==> src/rtl/pwm_pkg.sv <==
package pwm_pkg;
  localparam int PRE_W = 4;
  localparam int CNT_W = 8;
  localparam int RUN_BIT = 9;
  localparam logic [7:0] OFF_CTRL = 8'h50;
  localparam logic [7:0] OFF_IEN  = 8'h54;
  localparam logic [7:0] OFF_CNT  = 8'h60;
  localparam logic [CNT_W-1:0] CNT_TOP = {CNT_W{1'b1}};
endpackage

==> src/rtl/pwm_regs.sv <==
module pwm_regs
  import pwm_pkg::*;
#(
  parameter int NCH    = 2,
  parameter int ADDR_W = 8,
  parameter int DATA_W = 32
) (
  input  logic                  clk,
  input  logic                  rst_n,
  input  logic                  wr,
  input  logic [ADDR_W-1:0]     addr,
  input  logic [DATA_W-1:0]     wdata,
  input  logic [CNT_W-1:0]      cnt,
  output logic [NCH*CNT_W-1:0]  duty_flat,
  output logic [PRE_W-1:0]      pre,
  output logic                  run,
  output logic                  ien,
  output logic [DATA_W-1:0]     rdata
);
  logic [NCH-1:0][CNT_W-1:0] duty_q, duty_d;
  logic [PRE_W-1:0]          pre_q, pre_d;
  logic                      run_q, run_d;
  logic                      ien_q, ien_d;
  logic [NCH-1:0]            duty_hit;
  logic                      ctrl_hit, ien_hit;
  logic                      unused_wdata;

  assign unused_wdata = ^{wdata[DATA_W-1:RUN_BIT+1], wdata[RUN_BIT-1:CNT_W]};

  assign ctrl_hit = wr && (addr == ADDR_W'(OFF_CTRL));
  assign ien_hit  = wr && (addr == ADDR_W'(OFF_IEN));

  for (genvar c = 0; c < NCH; c++) begin : g_duty
    assign duty_hit[c] = wr && (addr == ADDR_W'(4 * c));
    always_comb begin
      duty_d[c] = duty_q[c];
      if (duty_hit[c]) duty_d[c] = wdata[CNT_W-1:0];
    end
  end

  always_comb begin
    pre_d = pre_q;
    run_d = run_q;
    ien_d = ien_q;
    if (ctrl_hit) begin
      pre_d = wdata[PRE_W-1:0];
      run_d = wdata[RUN_BIT];
    end
    if (ien_hit) ien_d = wdata[0];
  end

  always_ff @(posedge clk or negedge rst_n) begin
    if (!rst_n) begin
      duty_q <= '0;
      pre_q  <= '0;
      run_q  <= 1'b0;
      ien_q  <= 1'b0;
    end else begin
      duty_q <= duty_d;
      pre_q  <= pre_d;
      run_q  <= run_d;
      ien_q  <= ien_d;
    end
  end

  always_comb begin
    rdata = '0;
    if (addr == ADDR_W'(OFF_CTRL)) begin
      rdata = DATA_W'({run_q, {(RUN_BIT-PRE_W){1'b0}}, pre_q});
    end else if (addr == ADDR_W'(OFF_IEN)) begin
      rdata = DATA_W'(ien_q);
    end else if (addr == ADDR_W'(OFF_CNT)) begin
      rdata = DATA_W'(cnt);
    end else begin
      for (int i = 0; i < NCH; i++) begin
        if (addr == ADDR_W'(4 * i)) rdata = DATA_W'(duty_q[i]);
      end
    end
  end

  assign duty_flat = duty_q;
  assign pre       = pre_q;
  assign run       = run_q;
  assign ien       = ien_q;
endmodule

==> src/rtl/pwm_timebase.sv <==
module pwm_timebase
  import pwm_pkg::*;
(
  input  logic             clk,
  input  logic             rst_n,
  input  logic             run,
  input  logic [PRE_W-1:0] pre,
  output logic [CNT_W-1:0] cnt,
  output logic             wrap
);
  logic [PRE_W-1:0] div_q, div_d;
  logic [CNT_W-1:0] cnt_q, cnt_d;
  logic             tick;

  assign tick = run && (div_q >= pre);
  assign wrap = tick && (cnt_q == CNT_TOP);

  always_comb begin
    div_d = div_q;
    cnt_d = cnt_q;
    if (!run) begin
      div_d = '0;
      cnt_d = '0;
    end else if (tick) begin
      div_d = '0;
      cnt_d = cnt_q + 1'b1;
    end else begin
      div_d = div_q + 1'b1;
    end
  end

  always_ff @(posedge clk or negedge rst_n) begin
    if (!rst_n) begin
      div_q <= '0;
      cnt_q <= '0;
    end else begin
      div_q <= div_d;
      cnt_q <= cnt_d;
    end
  end

  assign cnt = cnt_q;
endmodule

==> src/rtl/pwm_channel.sv <==
module pwm_channel
  import pwm_pkg::*;
(
  input  logic             clk,
  input  logic             rst_n,
  input  logic             run,
  input  logic             wrap,
  input  logic [CNT_W-1:0] duty,
  input  logic [CNT_W-1:0] cnt,
  output logic [CNT_W-1:0] act,
  output logic             out
);
  logic [CNT_W-1:0] act_q, act_d;
  logic             load;

  assign load = !run || wrap;

  always_comb begin
    act_d = act_q;
    if (load) act_d = duty;
  end

  always_ff @(posedge clk or negedge rst_n) begin
    if (!rst_n) act_q <= '0;
    else        act_q <= act_d;
  end

  assign act = act_q;
  assign out = run && (cnt <= act_q);
endmodule

==> src/rtl/pwm_shared_prescale.sv <==
module pwm_shared_prescale
  import pwm_pkg::*;
#(
  parameter int NCH    = 2,
  parameter int ADDR_W = 8,
  parameter int DATA_W = 32
) (
  input  logic              clk,
  input  logic              rst_n,
  input  logic              reg_wr,
  input  logic [ADDR_W-1:0] reg_addr,
  input  logic [DATA_W-1:0] reg_wdata,
  output logic [DATA_W-1:0] reg_rdata,
  output logic [NCH-1:0]    pwm_out,
  output logic              irq
);
  localparam int DUTY_BITS = NCH * CNT_W;

  logic [DUTY_BITS-1:0] duty_flat;
  logic [DUTY_BITS-1:0] act_flat;
  logic [PRE_W-1:0]     pre_val;
  logic                 glob_en;
  logic                 irq_en;
  logic [CNT_W-1:0]     cnt_q;
  logic                 wrap;
  logic                 irq_q, irq_d;

  pwm_regs #(.NCH(NCH), .ADDR_W(ADDR_W), .DATA_W(DATA_W)) regs_i (
    .clk(clk), .rst_n(rst_n), .wr(reg_wr), .addr(reg_addr), .wdata(reg_wdata),
    .cnt(cnt_q), .duty_flat(duty_flat), .pre(pre_val), .run(glob_en),
    .ien(irq_en), .rdata(reg_rdata)
  );

  pwm_timebase tb_i (
    .clk(clk), .rst_n(rst_n), .run(glob_en), .pre(pre_val),
    .cnt(cnt_q), .wrap(wrap)
  );

  for (genvar c = 0; c < NCH; c++) begin : g_ch
    pwm_channel ch_i (
      .clk(clk), .rst_n(rst_n), .run(glob_en), .wrap(wrap),
      .duty(duty_flat[c*CNT_W +: CNT_W]), .cnt(cnt_q),
      .act(act_flat[c*CNT_W +: CNT_W]), .out(pwm_out[c])
    );
  end

  always_comb begin
    irq_d = 1'b0;
    if (glob_en && irq_en && wrap) irq_d = 1'b1;
  end

  always_ff @(posedge clk or negedge rst_n) begin
    if (!rst_n) irq_q <= 1'b0;
    else        irq_q <= irq_d;
  end

  assign irq = irq_q;
endmodule

==> config.mk <==
export PLATFORM = sky130hd
export DESIGN_NAME = pwm_shared_prescale
export DESIGN_NICKNAME = d
export VERILOG_FILES = /design/src/rtl/pwm_pkg.sv /design/src/rtl/pwm_regs.sv /design/src/rtl/pwm_timebase.sv /design/src/rtl/pwm_channel.sv /design/src/rtl/pwm_shared_prescale.sv
export SDC_FILE = /design/constraint.sdc
export NUM_CORES = 1
export LEC_CHECK = 0
export ABC_AREA = 1
export BUFFER_PORTS_ARGS = -buffer_cell sky130_fd_sc_hd__buf_2
export CAP_MARGIN = 20
export CORE_MARGIN = 8
export CORE_UTILIZATION = 40
export CTS_CLUSTER_SIZE = 10
export DETAILED_ROUTE_END_ITERATION = 8
export SYNTH_ARGS = -nofsm -noshare
export SYNTH_HDL_FRONTEND = slang
export SYNTH_SLANG_ARGS = --single-unit
export TNS_END_PERCENT = 1
==> constraint.sdc <==
create_clock -name clk -period 2.6 [get_ports clk]
set_input_delay 0.65 -clock clk [delete_from_list [all_inputs] [get_ports clk]]
set_output_delay 0.65 -clock clk [all_outputs]
set_load 0.005 [all_outputs]
Word-level counts from Yosys, hierarchy flattened
Index checks and enable logic that the tools add are counted.
- bits in registers: 51
- output and inout bits: 35
- $add $sub $neg: 2
- order comparisons: 3
- equal/unequal tests: 6
- mux-type cells: 10
- reduce and logical (&&, ||, !) cells: 13
- operators by type and width (kind ; number):
    32-bit 2-to-1 mux ; 3
    8-bit 2-to-1 mux ; 4
    8-bit by 7-bit == test with 1-bit output, second input constant ; 3
    8-bit <= comparator ; 2
    1-bit logical AND ; 10
    8-bit by 1-bit adder with 8-bit output, second input constant ; 1
    8-bit by 3-bit == test with 1-bit output, second input constant ; 1
    8-bit == test, second input constant ; 1
    8-bit zero test ; 1
    4-bit 2-to-1 mux ; 2
    4-bit by 1-bit adder with 4-bit output, second input constant ; 1
    4-bit >= comparator ; 1
    2-bit by 1-bit inequality test with 1-bit output, second input constant ; 1
    1-bit zero test ; 1
    1-bit logical OR ; 1
    1-bit 2-to-1 mux ; 1

Depth between registers and ports, before layout
- word-level depth: 6
- mapped depth: 12
- mapped depth without buffers: 11

Hierarchy
From an unflattened synthesis, not the netlist that was laid out.
- cells, all modules: 405
- area, all modules: 3360.7 sq um
- by module, submodules not included (module ; instances ; cells an instance ; area each (sq um)):
    pwm_regs ; 1 ; 173 ; 1428.9
    pwm_channel ; 2 ; 63 ; 550.5
    pwm_timebase ; 1 ; 102 ; 792.0
    pwm_shared_prescale ; 1 ; 4 ; 38.8

Worst setup path after synthesis
Ideal clock, no wire load.
- kind: input to output
- start: in reg_addr[2]
- end: out reg_rdata[5]
- data arrival time: 1.441 ns
- setup slack: 0.509 ns
- cell stages on the path: 8
- buffers on the path: 0
- cell sequence: inv_1 > nand3_2 > inv_1 > nand2_1 > o21ai_0 > inv_1 > nand2_1 > inv_1
- word-level cells in the longest chain between the ends: 6
- elaborated cells between the ends (all ways): 10
- those cells by class: 4 x eq/ne; 5 x mux; 1 x reduce/logical
- RTL lines (what ; line ; RTL):
    from (decl) ; pwm_shared_prescale.sv:11 ; input logic [ADDR_W-1:0] reg_addr,
    8-bit zero test ; pwm_regs.sv:76 ; if (addr == ADDR_W'(4 * i)) rdata = DATA_W'(duty_q[i]);
    8-bit 2-to-1 mux (2 in series) ; pwm_regs.sv:76 ;
    32-bit 2-to-1 mux ; pwm_regs.sv:72 ; end else if (addr == ADDR_W'(OFF_CNT)) begin
    32-bit 2-to-1 mux ; pwm_regs.sv:70 ; end else if (addr == ADDR_W'(OFF_IEN)) begin
    32-bit 2-to-1 mux * ; pwm_regs.sv:68 ; if (addr == ADDR_W'(OFF_CTRL)) begin
    to (decl) ; pwm_shared_prescale.sv:13 ; output logic [DATA_W-1:0] reg_rdata,
Every way passes the cells marked *; elsewhere a longest branch is shown, timed or not.

Worst setup path after layout
- start: in reg_addr[1]
- end: out reg_rdata[5]
The elaborated chain is that of the path after synthesis.

==> results.md <==
* Slew headroom at 55.9%
* Post-route DRC at 0
* Root Buffer: clkbuf_8
* Pwr/cell area at 650 mW/mm²
* Flops & latches, synth at 51
* Antenna diodes at 0
* Ys async rst share at 100%
* Share of cells above drive strength 1 at 16.4%
* Worst path max stage delay at 0.21 ns
* Max cap viols at 0
* ANT nets after route at 0
* Final setup fails at 0
* Status: complete, no violations
* Area occupied by multi-input gates at 0.00154 mm²
* Buffers & Inverters on Critical Path at 5
* CTS Buf Count at 5
* Pwr Total at 2.23 mW
* RSZ-0062 raised after global routing: no
* Core ar. at 0.00769 mm²
* DR vias/cell at 4.76
* CP endpoint kind: output port
* Clock transition at path regs at 0.09 ns
* First-pass GRT wire length at 12500 µm
* Final Max Slew Viols at 0
* Final Cell Area at 0.00343 mm²
* Required time at the worst-slack endpoint at 1.95 ns
* Post-synth EDFFs at 0
* IO Pins at 78
* Total grt overflow at 0
* Mean Syn Cell Area at 7.92 µm²
* Sequential share of the synthesized area at 40.3%
* Finished Core Util at 44.7%
* Top post-synthesis cells by area: dfrtp_1, nand2_1, ha_1, inv_1, buf_4
* Ys Warns at 0
* Register Area at 0.00128 mm²
* Worst slew pin tran at 0.661 ns
* Total number of vias at 2550
* DRT iter0 DRCs at 78
* CTS Sinks at 51
* Hold crit path type: in -> async
* Die area at 0.0110 mm²
* Detailed placement HPWL at 5470 µm
* Die Width at 105 µm
* CTS H-Tree Depth at 2
* Worst clock skew at 0.00761 ns
* Crit path kind: in -> out
* Initial antenna violation count at 0
* Fill count at 827
* Final WL at 7100 µm
* Drt pass-1 iters at 4
* Synth top area share at 40.3%
* Clock Path Buffers at 2
* F_max at 413 MHz
* Critical Path Start Type: input port
* CP top delay family: simple AND/OR/NAND/NOR gates
* Routed length per instance at 13.2 µm
* Placed inst area at 0.00334 mm²
* Crit-path most repeated cell: inv_1
* Period utilization at 93.1%
* CP Data Arrival Time at 1.77 ns
* # rows at 32
* GPL Wtd Cong at 0.808
* Port-buffer cells at 31
* Main synth FF type: dfrtp_1
* Post-synth cell types at 33
* Number of global-route vias before repair at 2634
* Mapped Cells at 400
* Pin count of the biggest net entering global routing at 52
* Worst-Skew Late Latency at 0.31 ns
* # hold bufs at CTS at 0
* Lkg Pwr at 1.82 nW
* Leading area contributor after synthesis: dfrtp_1
* Critical path fanouts, max at 7
* Starting Density at 41.2%
* Gr usage total at 13.5%
* CTS tree: yes
* Synth cell count leaders: nand2_1, inv_1, dfrtp_1, nand3_1, buf_4
* Top-count cell post-synth: nand2_1
* Critical path, cell by cell: buf_2, nor2_4, nand3_2, inv_1, nand2_1, o21ai_0, inv_1, nand2_1, inv_1, buf_2
* Cell area after synthesis at 0.00317 mm²
* Area growth from synthesis to layout at 8.33%
* Setup TNS at 0 ns
* NumNets Final at 498
* Final hold viol count at 0
* Min Clock Period, post-route at 2.42 ns
* Die Y at 105 µm
* CP max-delay cell: o21ai_0
* Maximum VDD drop at 0.000314 V
[final timing paths]
| kind | cells past startpoint | slack, ns | start | end |
|---|---|---|---|---|
| setup / recovery | 10 | 0.18 | reg_addr[1] | reg_rdata[5] |
| hold / removal | 2 | 0.44 | rst_n | regs_i.ien$_DFFE_PN0P_ |
| setup reg to reg | 8 | 0.61 | regs_i.pre[3]$_DFFE_PN0P_ | g_ch[1].ch_i.act[0]$_DFFE_PN0P_ |
| hold reg to reg | 1 | 0.50 | tb_i.div_q[0]$_DFF_PN0_ | tb_i.div_q[0]$_DFF_PN0_ |
| max in group asynchronous | 2 | 1.67 | rst_n | tb_i.cnt[3]$_DFFE_PN0P_ |
| min in group clk | 1 | 0.50 | tb_i.div_q[0]$_DFF_PN0_ | tb_i.div_q[0]$_DFF_PN0_ |
[state kept, by name, indices dropped and copies added, names as in the netlist]
| register | cells |
|---|---|
| tb_i.cnt | 8 |
| regs_i.ien | 1 |
| regs_i.run | 1 |
| regs_i.duty_flat | 16 |
| tb_i.div_q | 4 |
| irq | 1 |
| regs_i.pre | 4 |
| g_ch.ch_i.act | 16 |
[stage by stage]
stage	hold WS, ns	instances	setup slack [ns]
after detailed placement	0.490	528	0.174
after global routing	0.510	536	0.0287
after floorplan	0.354	422	0.509
after global placement	0.486	528	0.184
final	0.436	536	0.179
after CTS	0.479	536	0.0986
[placed cells by master (no fill, tap or decap), types with 3 or more instances in the layout]
master    Yosys  final
a21oi_1      13     11
buf_2         2     31
buf_4        26      5
clkbuf_8      0      5
conb_1        1     23
dfrtp_1      51     48
dfrtp_2       0      3
ha_1         22     22
inv_1        55     55
nand2_1     109    109
nand2_2       6      6
nand3_1      30     30
nand4_1      10     10
nor2_1       18     18
o21ai_0      15     15
o21ai_1       8      8
o21ai_2       8      8
[metal layers]
metal	vias to the layer above	GRT usage [%]	share of wire (%)
li1	1295	-	-
met1	1199	17.6	49
met2	48	21.6	45
met3	8	3.19	4.5
met4	0	4.38	1.5
met5	-	0	0
[worst register-to-register path, delay by kind of cell (launching register included)]
family / cells / cell delay (ns)
DFF: 1 / 0.42
adders and majority gates: 1 / 0.32
and+or+nand+nor: 5 / 0.88
buffers and inverters: 1 / 0.07
AOI/OAI and AO/OA: 1 / 0.21
[final cells by class]
| type | count | area share, % |
|---|---|---|
| inverters | 55 | 6.01 |
| clock buffers | 6 | 2.11 |
| clock inverters | 2 | 0.364 |
| repair buffers | 36 | 5.61 |
| multi-input cells | 284 | 44.9 |
| flip-flops and latches | 51 | 37.3 |
| well taps | 102 | 3.72 |
[cell families after synthesis]
family | count (synthesis) | synth area share [%]
AO/OA/AOI/OAI | 50 | 9.28
XOR/XNOR | 3 | 0.829
adder cells (fa/ha/maj) | 22 | 8.69
buffers and inverters | 87 | 13.9
flip-flops | 51 | 40.3
other | 1 | 0.118
AND/OR/NAND/NOR | 186 | 26.9
[report_power, final]
| group | internal, mW | leakage [nW] | switching, mW | total (mW) |
|---|---|---|---|---|
| logic | 0.317 | 1.10 | 0.425 | 0.741 |
| clock network | 0.189 | 0.0412 | 0.275 | 0.464 |
| registers | 0.885 | 0.681 | 0.141 | 1.03 |
[what timing repair did]
action | CTS | global route
setup endpoints to repair | 0 | 2
endpoints found under the hold margin | 0 | 0
resized for setup | 0 | 5
setup buffers | 0 | 0
Power figures use the tool's default switching activity.
